File: src/rtl/pmc_pkg.sv
package pmc_pkg;
   localparam int unsigned ADDR_W = 8;
   localparam int unsigned IDX_W  = 4;
   localparam logic [ADDR_W-1:0] A_RUN      = 8'h00;
   localparam logic [ADDR_W-1:0] A_STAT     = 8'h01;
   localparam logic [ADDR_W-1:0] A_CLR      = 8'h02;
   localparam logic [ADDR_W-1:0] A_EN       = 8'h03;
   localparam logic [ADDR_W-1:0] A_IEN      = 8'h04;
   localparam logic [ADDR_W-1:0] A_CNT_BASE = 8'h10;
endpackage

File: src/rtl/pmc_counter.sv
module pmc_counter #(
   parameter int unsigned CTR_W = 48
) (
   input  logic             clk,
   input  logic             rst,
   input  logic             inc,
   input  logic             ld,
   input  logic [CTR_W-1:0] ld_val,
   output logic [CTR_W-1:0] cnt,
   output logic             wrap
);
   always_ff @(posedge clk) begin
      if (rst)      cnt <= '0;
      else if (ld)  cnt <= ld_val;
      else if (inc) cnt <= cnt + 1'b1;
   end

   // carry out of the top bit, only when the increment really happens
   assign wrap = inc & ~ld & (&cnt);
endmodule

File: src/rtl/pmc_ovf_status.sv
module pmc_ovf_status #(
   parameter int unsigned NUM_CTR = 6
) (
   input  logic               clk,
   input  logic               rst,
   input  logic [NUM_CTR-1:0] set_v,
   input  logic               clr_wr,
   input  logic [NUM_CTR-1:0] clr_mask,
   output logic [NUM_CTR-1:0] status
);
   logic [NUM_CTR-1:0] clr_eff;

   assign clr_eff = clr_wr ? clr_mask : '0;

   // set applied after clear so a same-edge wrap wins
   always_ff @(posedge clk) begin
      if (rst) status <= '0;
      else     status <= (status & ~clr_eff) | set_v;
   end
endmodule

File: src/rtl/pmc_regfile.sv
module pmc_regfile
   import pmc_pkg::*;
#(
   parameter int unsigned NUM_CTR = 6,
   parameter int unsigned CTR_W   = 48,
   parameter int unsigned DATA_W  = 64
) (
   input  logic                     clk,
   input  logic                     rst,
   input  logic                     wr_en,
   input  logic [ADDR_W-1:0]        addr,
   input  logic [DATA_W-1:0]        wr_data,
   input  logic [NUM_CTR*CTR_W-1:0] cnt_flat,
   input  logic [NUM_CTR-1:0]       status,
   output logic [NUM_CTR-1:0]       run,
   output logic [NUM_CTR-1:0]       en,
   output logic [NUM_CTR-1:0]       ien,
   output logic [NUM_CTR-1:0]       ld,
   output logic [CTR_W-1:0]         ld_val,
   output logic                     clr_wr,
   output logic [NUM_CTR-1:0]       clr_mask,
   output logic [DATA_W-1:0]        rd_data
);
   localparam int unsigned PAD_N = DATA_W - NUM_CTR;

   logic              in_cnt;
   logic [IDX_W-1:0]  idx;
   logic [CTR_W-1:0]  cnt_sel;
   logic              sel_hit;
   logic [DATA_W-1:0] cnt_wide;
   logic [DATA_W-1:0] rd_nxt;

   assign in_cnt   = (addr[ADDR_W-1:IDX_W] == A_CNT_BASE[ADDR_W-1:IDX_W]);
   assign idx      = addr[IDX_W-1:0];
   assign ld_val   = wr_data[CTR_W-1:0];
   assign clr_wr   = wr_en && (addr == A_CLR);
   assign clr_mask = wr_data[NUM_CTR-1:0];

   for (genvar i = 0; i < NUM_CTR; i++) begin : g_ld
      assign ld[i] = wr_en && in_cnt && (idx == IDX_W'(i));
   end

   always_ff @(posedge clk) begin
      if (rst) begin
         run <= '0;
         en  <= '0;
         ien <= '0;
      end else if (wr_en) begin
         if (addr == A_RUN) run <= wr_data[NUM_CTR-1:0];
         if (addr == A_EN)  en  <= wr_data[NUM_CTR-1:0];
         if (addr == A_IEN) ien <= wr_data[NUM_CTR-1:0];
      end
   end

   always_comb begin
      cnt_sel = '0;
      sel_hit = 1'b0;
      for (int i = 0; i < NUM_CTR; i++) begin
         if (idx == IDX_W'(i)) begin
            cnt_sel = cnt_flat[i*CTR_W +: CTR_W];
            sel_hit = 1'b1;
         end
      end
   end

   if (CTR_W < DATA_W) begin : g_narrow
      logic wr_hi_unused;
      assign cnt_wide     = {{(DATA_W-CTR_W){1'b0}}, cnt_sel};
      assign wr_hi_unused = ^wr_data[DATA_W-1:CTR_W];
   end else begin : g_full
      assign cnt_wide = cnt_sel;
   end

   always_comb begin
      rd_nxt = '0;
      case (addr)
         A_RUN:   rd_nxt = {{PAD_N{1'b0}}, run};
         A_STAT:  rd_nxt = {{PAD_N{1'b0}}, status};
         A_EN:    rd_nxt = {{PAD_N{1'b0}}, en};
         A_IEN:   rd_nxt = {{PAD_N{1'b0}}, ien};
         default: if (in_cnt && sel_hit) rd_nxt = cnt_wide;
      endcase
   end

   always_ff @(posedge clk) begin
      if (rst) rd_data <= '0;
      else     rd_data <= rd_nxt;
   end
endmodule

File: src/rtl/pmc_bank.sv
module pmc_bank
   import pmc_pkg::*;
#(
   parameter int unsigned NUM_CTR = 6,
   parameter int unsigned CTR_W   = 48,
   parameter int unsigned DATA_W  = 64
) (
   input  logic               clk,
   input  logic               rst,
   input  logic [NUM_CTR-1:0] ev,
   input  logic               wr_en,
   input  logic [ADDR_W-1:0]  addr,
   input  logic [DATA_W-1:0]  wr_data,
   output logic [DATA_W-1:0]  rd_data,
   output logic               irq
);
   localparam int unsigned FLAT_W = NUM_CTR * CTR_W;

   if (NUM_CTR < 1 || NUM_CTR > (1 << IDX_W)) begin : g_bad_num
      $error("pmc_bank: NUM_CTR out of range");
   end
   if (CTR_W < 2 || CTR_W > DATA_W) begin : g_bad_width
      $error("pmc_bank: CTR_W must fit the data bus");
   end
   if (NUM_CTR >= DATA_W) begin : g_bad_bus
      $error("pmc_bank: data bus narrower than flag word");
   end

   logic [NUM_CTR-1:0] run_q, en_q, ien_q, ld_v, wrap_v, clr_mask, status_q;
   logic [CTR_W-1:0]   ld_val;
   logic               clr_wr;
   logic [FLAT_W-1:0]  cnt_flat;

   pmc_regfile #(.NUM_CTR(NUM_CTR), .CTR_W(CTR_W), .DATA_W(DATA_W)) regs_i (
      .clk(clk), .rst(rst), .wr_en(wr_en), .addr(addr), .wr_data(wr_data),
      .cnt_flat(cnt_flat), .status(status_q), .run(run_q), .en(en_q),
      .ien(ien_q), .ld(ld_v), .ld_val(ld_val), .clr_wr(clr_wr),
      .clr_mask(clr_mask), .rd_data(rd_data)
   );

   for (genvar i = 0; i < NUM_CTR; i++) begin : g_ctr
      logic inc;
      assign inc = run_q[i] & en_q[i] & ev[i];
      pmc_counter #(.CTR_W(CTR_W)) ctr_i (
         .clk(clk), .rst(rst), .inc(inc), .ld(ld_v[i]), .ld_val(ld_val),
         .cnt(cnt_flat[i*CTR_W +: CTR_W]), .wrap(wrap_v[i])
      );
   end

   pmc_ovf_status #(.NUM_CTR(NUM_CTR)) ovf_i (
      .clk(clk), .rst(rst), .set_v(wrap_v), .clr_wr(clr_wr),
      .clr_mask(clr_mask), .status(status_q)
   );

   assign irq = |(status_q & ien_q);
endmodule

File: config.mk
export PLATFORM = sky130hd
export DESIGN_NAME = pmc_bank
export DESIGN_NICKNAME = d
export VERILOG_FILES = /design/src/rtl/pmc_pkg.sv /design/src/rtl/pmc_counter.sv /design/src/rtl/pmc_ovf_status.sv /design/src/rtl/pmc_regfile.sv /design/src/rtl/pmc_bank.sv
export SDC_FILE = /design/constraint.sdc
export NUM_CORES = 1
export LEC_CHECK = 0
export ABC_CLOCK_PERIOD_IN_PS = 3250
export BUFFER_PORTS_ARGS = -buffer_cell sky130_fd_sc_hd__buf_4
export CORE_ASPECT_RATIO = 0.9
export CORE_UTILIZATION = 64
export CTS_BUF_LIST = sky130_fd_sc_hd__clkbuf_4
export CTS_CLUSTER_SIZE = 12
export DETAILED_ROUTE_END_ITERATION = 16
export PLACE_DENSITY = 0.83
export SYNTH_ARGS = -nofsm -noshare
export SYNTH_HDL_FRONTEND = slang
export SYNTH_HIERARCHICAL = 1
export SYNTH_SLANG_ARGS = --single-unit
File: constraint.sdc
create_clock -name clk -period 3.25 [get_ports clk]
set_input_delay 0.4875 -clock clk [delete_from_list [all_inputs] [get_ports clk]]
set_output_delay 0.4875 -clock clk [all_outputs]
set_load 0.005 [all_outputs]
## Yosys cells after proc, flatten, opt, wreduce, memory -nomap -nowiden

Cells that the tools add are included.
Widths: inputs -> output; s select.

| word-level totals | value |
|---|---|
| bits in registers | 376 |
| output and inout bits | 65 |
| logic and storage cells | 115 |

| cells by class | value |
|---|---|
| add/sub/neg operators | 6 |
| equality and inequality tests | 10 |
| muxes and demuxes | 27 |
| bitwise logic cells | 34 |
| reduce and logical (&&, ||, !) cells | 27 |

Operators by type and width:

| kind | count |
|---|---|
| $mux 48 | 19 |
| $add 48x1->48 const B | 6 |
| $reduce_and 48->1 | 6 |
| $pmux 64 s4 | 1 |
| $and 1x1->1 | 24 |
| $eq 8x2->1 const B | 2 |
| $and 6x6->6 | 2 |
| $reduce_bool 2->1 | 6 |
| $logic_and 1x1->1 | 9 |
| $eq 4x1->1 const B | 2 |
| $eq 4x2->1 const B | 2 |
| $eq 4x3->1 const B | 2 |
| $eq 8x1->1 const B | 1 |
| $eq 8x3->1 const B | 1 |
| $logic_not 8->1 | 1 |
| $mux 1 | 6 |
| $mux 6 | 1 |
| $not 1->1 | 6 |
| $not 6->6 | 1 |
| $or 6x6->6 | 1 |
| $reduce_and 2->1 | 3 |
| $reduce_or 6->1 | 1 |
| $logic_not 4->1 | 1 |

## Logic depth before layout (Yosys ltp)

| logic depth | value |
|---|---|
| depth after elaboration | 10 |
| mapped depth | 13 |

## By module

The synthesis kept the hierarchy.

Modules (own cells, without submodules):

| module | instances | cells an instance | area each (µm²) | seq. area each (µm²) |
|---|---|---|---|---|
| pmc_counter | 6 | 356 | 2817.7 | 960.9 |
| pmc_regfile | 1 | 597 | 5202.5 | 1321.3 |
| pmc_ovf_status | 1 | 24 | 217.7 | 120.1 |
| pmc_bank | 1 | 10 | 65.1 | 0.0 |

## Worst setup path after synthesis

Ideal clock, no wire load.

| timing path | value |
|---|---|
| path kind | input -> register |
| start point | input addr[0] |
| end point | register g_ctr[4].ctr_i.cnt[16] |
| setup time | 0.071 ns |
| data arrival time | 2.387 ns |
| path slack | 0.792 ns |
| cell stages on the path | 9 |
| cells stage by stage | or4b_4 -> buf_2 -> buf_2 -> nor2_1 -> clkbuf_1 -> clkbuf_1 -> buf_1 -> nand2_1 -> a21oi_1 |

| on the way | value |
|---|---|
| longest elaborated chain between the ends | 3 |
| elaborated cells between the ends (all ways) | 4 |
| those cells by class | eq/ne: 1; mux: 1; reduce/logical: 2 |

RTL lines:

| element | RTL line | RTL |
|---|---|---|
| from (decl) | pmc_bank.sv:12 | `input logic [ADDR_W-1:0] addr,` |
| $eq 4x3->1 * | pmc_regfile.sv:40 | `assign ld[i] = wr_en && in_cnt && (idx == IDX_W'(i));` |
| $logic_and 1x1->1 * | pmc_regfile.sv:40 |  |
| via ld_v[4] | pmc_bank.sv:29 | `logic [NUM_CTR-1:0] run_q, en_q, ien_q, ld_v, wrap_v, clr_mask, status_q;` |
| $mux 48 / $reduce_bool 2->1 (equally long branches) | - |  |
| to (signal assigned) | pmc_counter.sv:14 | `else if (ld) cnt <= ld_val;` |
| to (signal assigned) | pmc_counter.sv:15 | `else if (inc) cnt <= cnt + 1'b1;` |
| to (decl) | pmc_counter.sv:9 | `output logic [CTR_W-1:0] cnt,` |

Mark *: on every way through the listed nets, which the timed path passes. The rest lies on a longest branch.
A chain may end at the register's enable or synchronous reset.

## Final worst setup path

| timing path | value |
|---|---|
| start point | register g_ctr[5].ctr_i.cnt[1] |
| end point | register ovf_i.status[5] |

| on the way | value |
|---|---|
| longest elaborated chain between the ends | 3 |

RTL lines:

| element | RTL line | RTL |
|---|---|---|
| from (decl) | pmc_counter.sv:9 |  |
| from (signal assigned) | pmc_counter.sv:14 |  |
| from (signal assigned) | pmc_counter.sv:15 |  |
| $reduce_and 48->1 | pmc_counter.sv:19 | `assign wrap = inc & ~ld & (&cnt);` |
| $and 1x1->1 | pmc_counter.sv:19 |  |
| via wrap_v[5] | pmc_bank.sv:29 |  |
| $or 6x6->6 | pmc_ovf_status.sv:18 | `else status <= (status & ~clr_eff) \| set_v;` |
| to (signal assigned) | pmc_ovf_status.sv:18 |  |
| to (decl) | pmc_ovf_status.sv:9 | `output logic [NUM_CTR-1:0] status` |

The timed path passes the listed nets, and every way through them passes these cells.

==> impl_metrics.toml <==
[clocking]
clk_latency_ns = 0.86
clockBufferDepth = 3
cts-root-buf = "clkbuf_4"
cts_tree = "done"
cts_num_sinks = 360
cts_made_buffers = 96
clk_pin_slew_ns = 0.07
h-tree-depth = 3
cts-resized-gates = 0

[synth]
syn-cell-area_sq_um = 22400
synth.area.mux_share = 0.0484
synth.yosys.seq_area_share = 0.322
yosys.cell_types.count = 66
ys_async_sr_fraction = 0
synth.avg_cell_area_sq_um = 8.09
synth_top_family_by_area = "simple AND/OR/NAND/NOR gates"
synth_edf_count = 0
synth_compound_area_frac = 0.151
ys_ff_latch = 360
synth_ff_type = "dfxtp_1"
netlist_instances = 2767
synth_warnings = 6
synthSimpleGateAreaFrac = 0.309
synthXorXnorAreaFrac = 0.0962
synthAdderAreaFrac = 0.00335

[worst_setup_path]
cp.arrival_ns = 3.79
slowest_stage = "nor3_1"
critical-path-max-stage-delay_ns = 0.60
required_ns = 3.99
crit_family = "simple AND/OR/NAND/NOR gates"
crit_buf_inv = 1
worst_setup_path_end_kind = "flop"
worst_setup_path_start_kind = "flop"
crit_fanout = 7
path_cells = "ha_1 -> nand3_1 -> nor4_2 -> nand4_1 -> nor3_1 -> inv_1 -> a311oi_1"
path_class = "flop to flop"

[global_routing]
grt_pass1_wl_mm = 134
track_usage = 0.501
use_met3 = 0.178
met1_usage = 0.674
globalRouteMet2Util = 0.656
grt_max_degree = 86
top_usage_layer = "met1"
antenna_found_initial = 6
first_global_vias = 22124
grt_overflow = 0

[sta]
setup_viol = 0
fin_ws_ns = 0.197
timing.final.max_slew_violations = 0
slew_headroom = 0.365
fmax_mhz = 328
worst_clock_skew_ns = 0.0517
period_needed_ns = 3.05
tns_ns = 0
min_period_over_period = 0.939
hold_viol = 0
worst_slew_pin_slew_ns = 0.953
rsz0062_at_grt = "no"
worst_hold_slack_ns = 0.0467

[finish]
final_cell_count_no_fill = 3421
syn_to_final_growth_pct = 11.6
fin_nets = 2973
fillerInstances = 2679
drive_gt1_frac = 0.159

[power]
powerDensity_nw_per_um2 = 364
irDropWorstVdd_mv = 0.384
total_power_uw = 9090
power_leakage_uw = 0.00886

[place]
dp_cells = 3206
dp_hpwl_mm = 66.1
gp_congestion = 1.12
io_buffers = 113
preCtsSetupSlack_ns = 0.440

[worst_hold_path]
hp-class = "input pin to flop"

[detailed_routing]
ant_nets = 0
num_vias = 24229
first_iter_violations = 3816
dr.pass1.iters = 6
drt_wl_total_mm = 91.4
wl_per_cell_um = 26.7
drc_errors = 0
routed_via_density = 7.08

[floorplan]
row_count = 64
die_area_sq_um = 35700
die_h_um = 179
initial_core_util = 0.655
core-area_sq_um = 34200
die_x_um = 199
io_pins = 146

[run_status]
status = "complete, no violations"

[run]
max-cap-violations = 0
## path summary, 6_finish.rpt
check                      endpoint                   from  slack [ns]  cells after the start
max                 ovf_i/status[5]  g_ctr[5].ctr_i/cnt[1]        0.20                      7
min          g_ctr[2].ctr_i/cnt[14]            wr_data[14]        0.05                      3
max reg2reg         ovf_i/status[5]  g_ctr[5].ctr_i/cnt[1]        0.20                      7
min reg2reg            regs_i/en[1]           regs_i/en[1]        0.55                      2
## per-layer routing
layer	wire length, um	vias to the layer above
met1	34700	11212
met3	14100	482
met4	7530	4
met2	35000	2078
li1	-	10453
met5	24	-
## where the power goes
group / total [uW] / internal, uW / switching (uW)
sequential: 4430 / 4420 / 11.9
combinational: 601 / 187 / 414
clock: 4060 / 2000 / 2060
total: 9090 / 6600 / 2490
## stage by stage
step	util	cell area, sq um
finish	0.731	25000
global route	0.731	25000
CTS	0.731	25000
detailed placement	0.683	23400
global placement	0.683	23400
floorplan	-	22400
## worst reg2reg max path: stages (launching register included)
cell and delay, ns:
dfxtp_1 0.55, ha_1 0.33, nand3_1 0.28, nor4_2 0.51
nand4_1 0.27, nor3_1 0.60, inv_1 0.12, a311oi_1 0.30
## logic make-up (layout without fill, tap and decap cells)
family	count (synthesis)	in the layout
multiplexers	87	87
other	1	22
buffers and inverters	308	479
XOR/XNOR	246	246
AO/OA/AOI/OAI	473	473
AND/OR/NAND/NOR	1286	1286
adder cells (fa/ha/maj)	6	6
flip-flops	360	360
## flip-flops by register name, summed over array words and instances (netlist names)
name	count
g_ctr.ctr_i/cnt	288
ovf_i/status	6
regs_i/en	6
regs_i/ien	6
regs_i/rd_data	48
regs_i/run	6
## cells in the mapped netlist, types with 16 or more instances
library cell	number	area, sq um
o22ai_1	50	313
a21oi_1	93	465
xor2_1	150	1310
a22oi_1	33	248
buf_2	53	265
buf_4	78	586
inv_1	45	169
o21ai_0	16	80.1
xnor2_1	96	841
nor3_2	20	200
and3_1	49	307
and2_1	25	156
nor4_1	78	488
nand4_1	132	826
dfxtp_1	360	7210
mux4_2	17	383
nor3_1	96	480
a2bb2oi_1	25	219
a32o_1	26	260
clkbuf_1	105	394
mux2i_1	69	691
or3_1	19	119
nand3_1	154	771
and4_1	30	263
a311oi_1	18	158
nor4_2	30	375
nor2_1	384	1440
a211oi_1	159	1190
nand2_1	188	706
## final cells by class
| type | instances | area, sq um | area share |
|---|---|---|---|
| Timing Repair Buffer | 262 | 2160 | 0.0864 |
| Clock inverter | 36 | 203 | 0.00811 |
| Tap cell | 462 | 578 | 0.0231 |
| Antenna cell | 6 | 15.0 | 0.000601 |
| Multi-Input combinational cell | 2114 | 13700 | 0.547 |
| Inverter | 52 | 195 | 0.00781 |
| Clock buffer | 129 | 968 | 0.0387 |
| Sequential cell | 360 | 7210 | 0.288 |
## timing repair
item | CTS | global route
hold buffers | 44 | 0
buffers inserted | 0 | 0
hold endpoints to repair | 229 | 0
setup endpoints to repair | 0 | 0
## layout by cell type, fill, tap and decap left out, drive strengths merged, types with 93 or more instances in the layout
| master | n |
|---|---|
| a211oi | 159 |
| a21oi | 93 |
| buf | 218 |
| clkbuf | 129 |
| dfxtp | 360 |
| nand2 | 188 |
| nand3 | 155 |
| nand4 | 140 |
| nor2 | 384 |
| nor3 | 116 |
| nor4 | 109 |
| xnor2 | 96 |
| xor2 | 150 |
No activity file was read; power rests on OpenSTA's default activity.
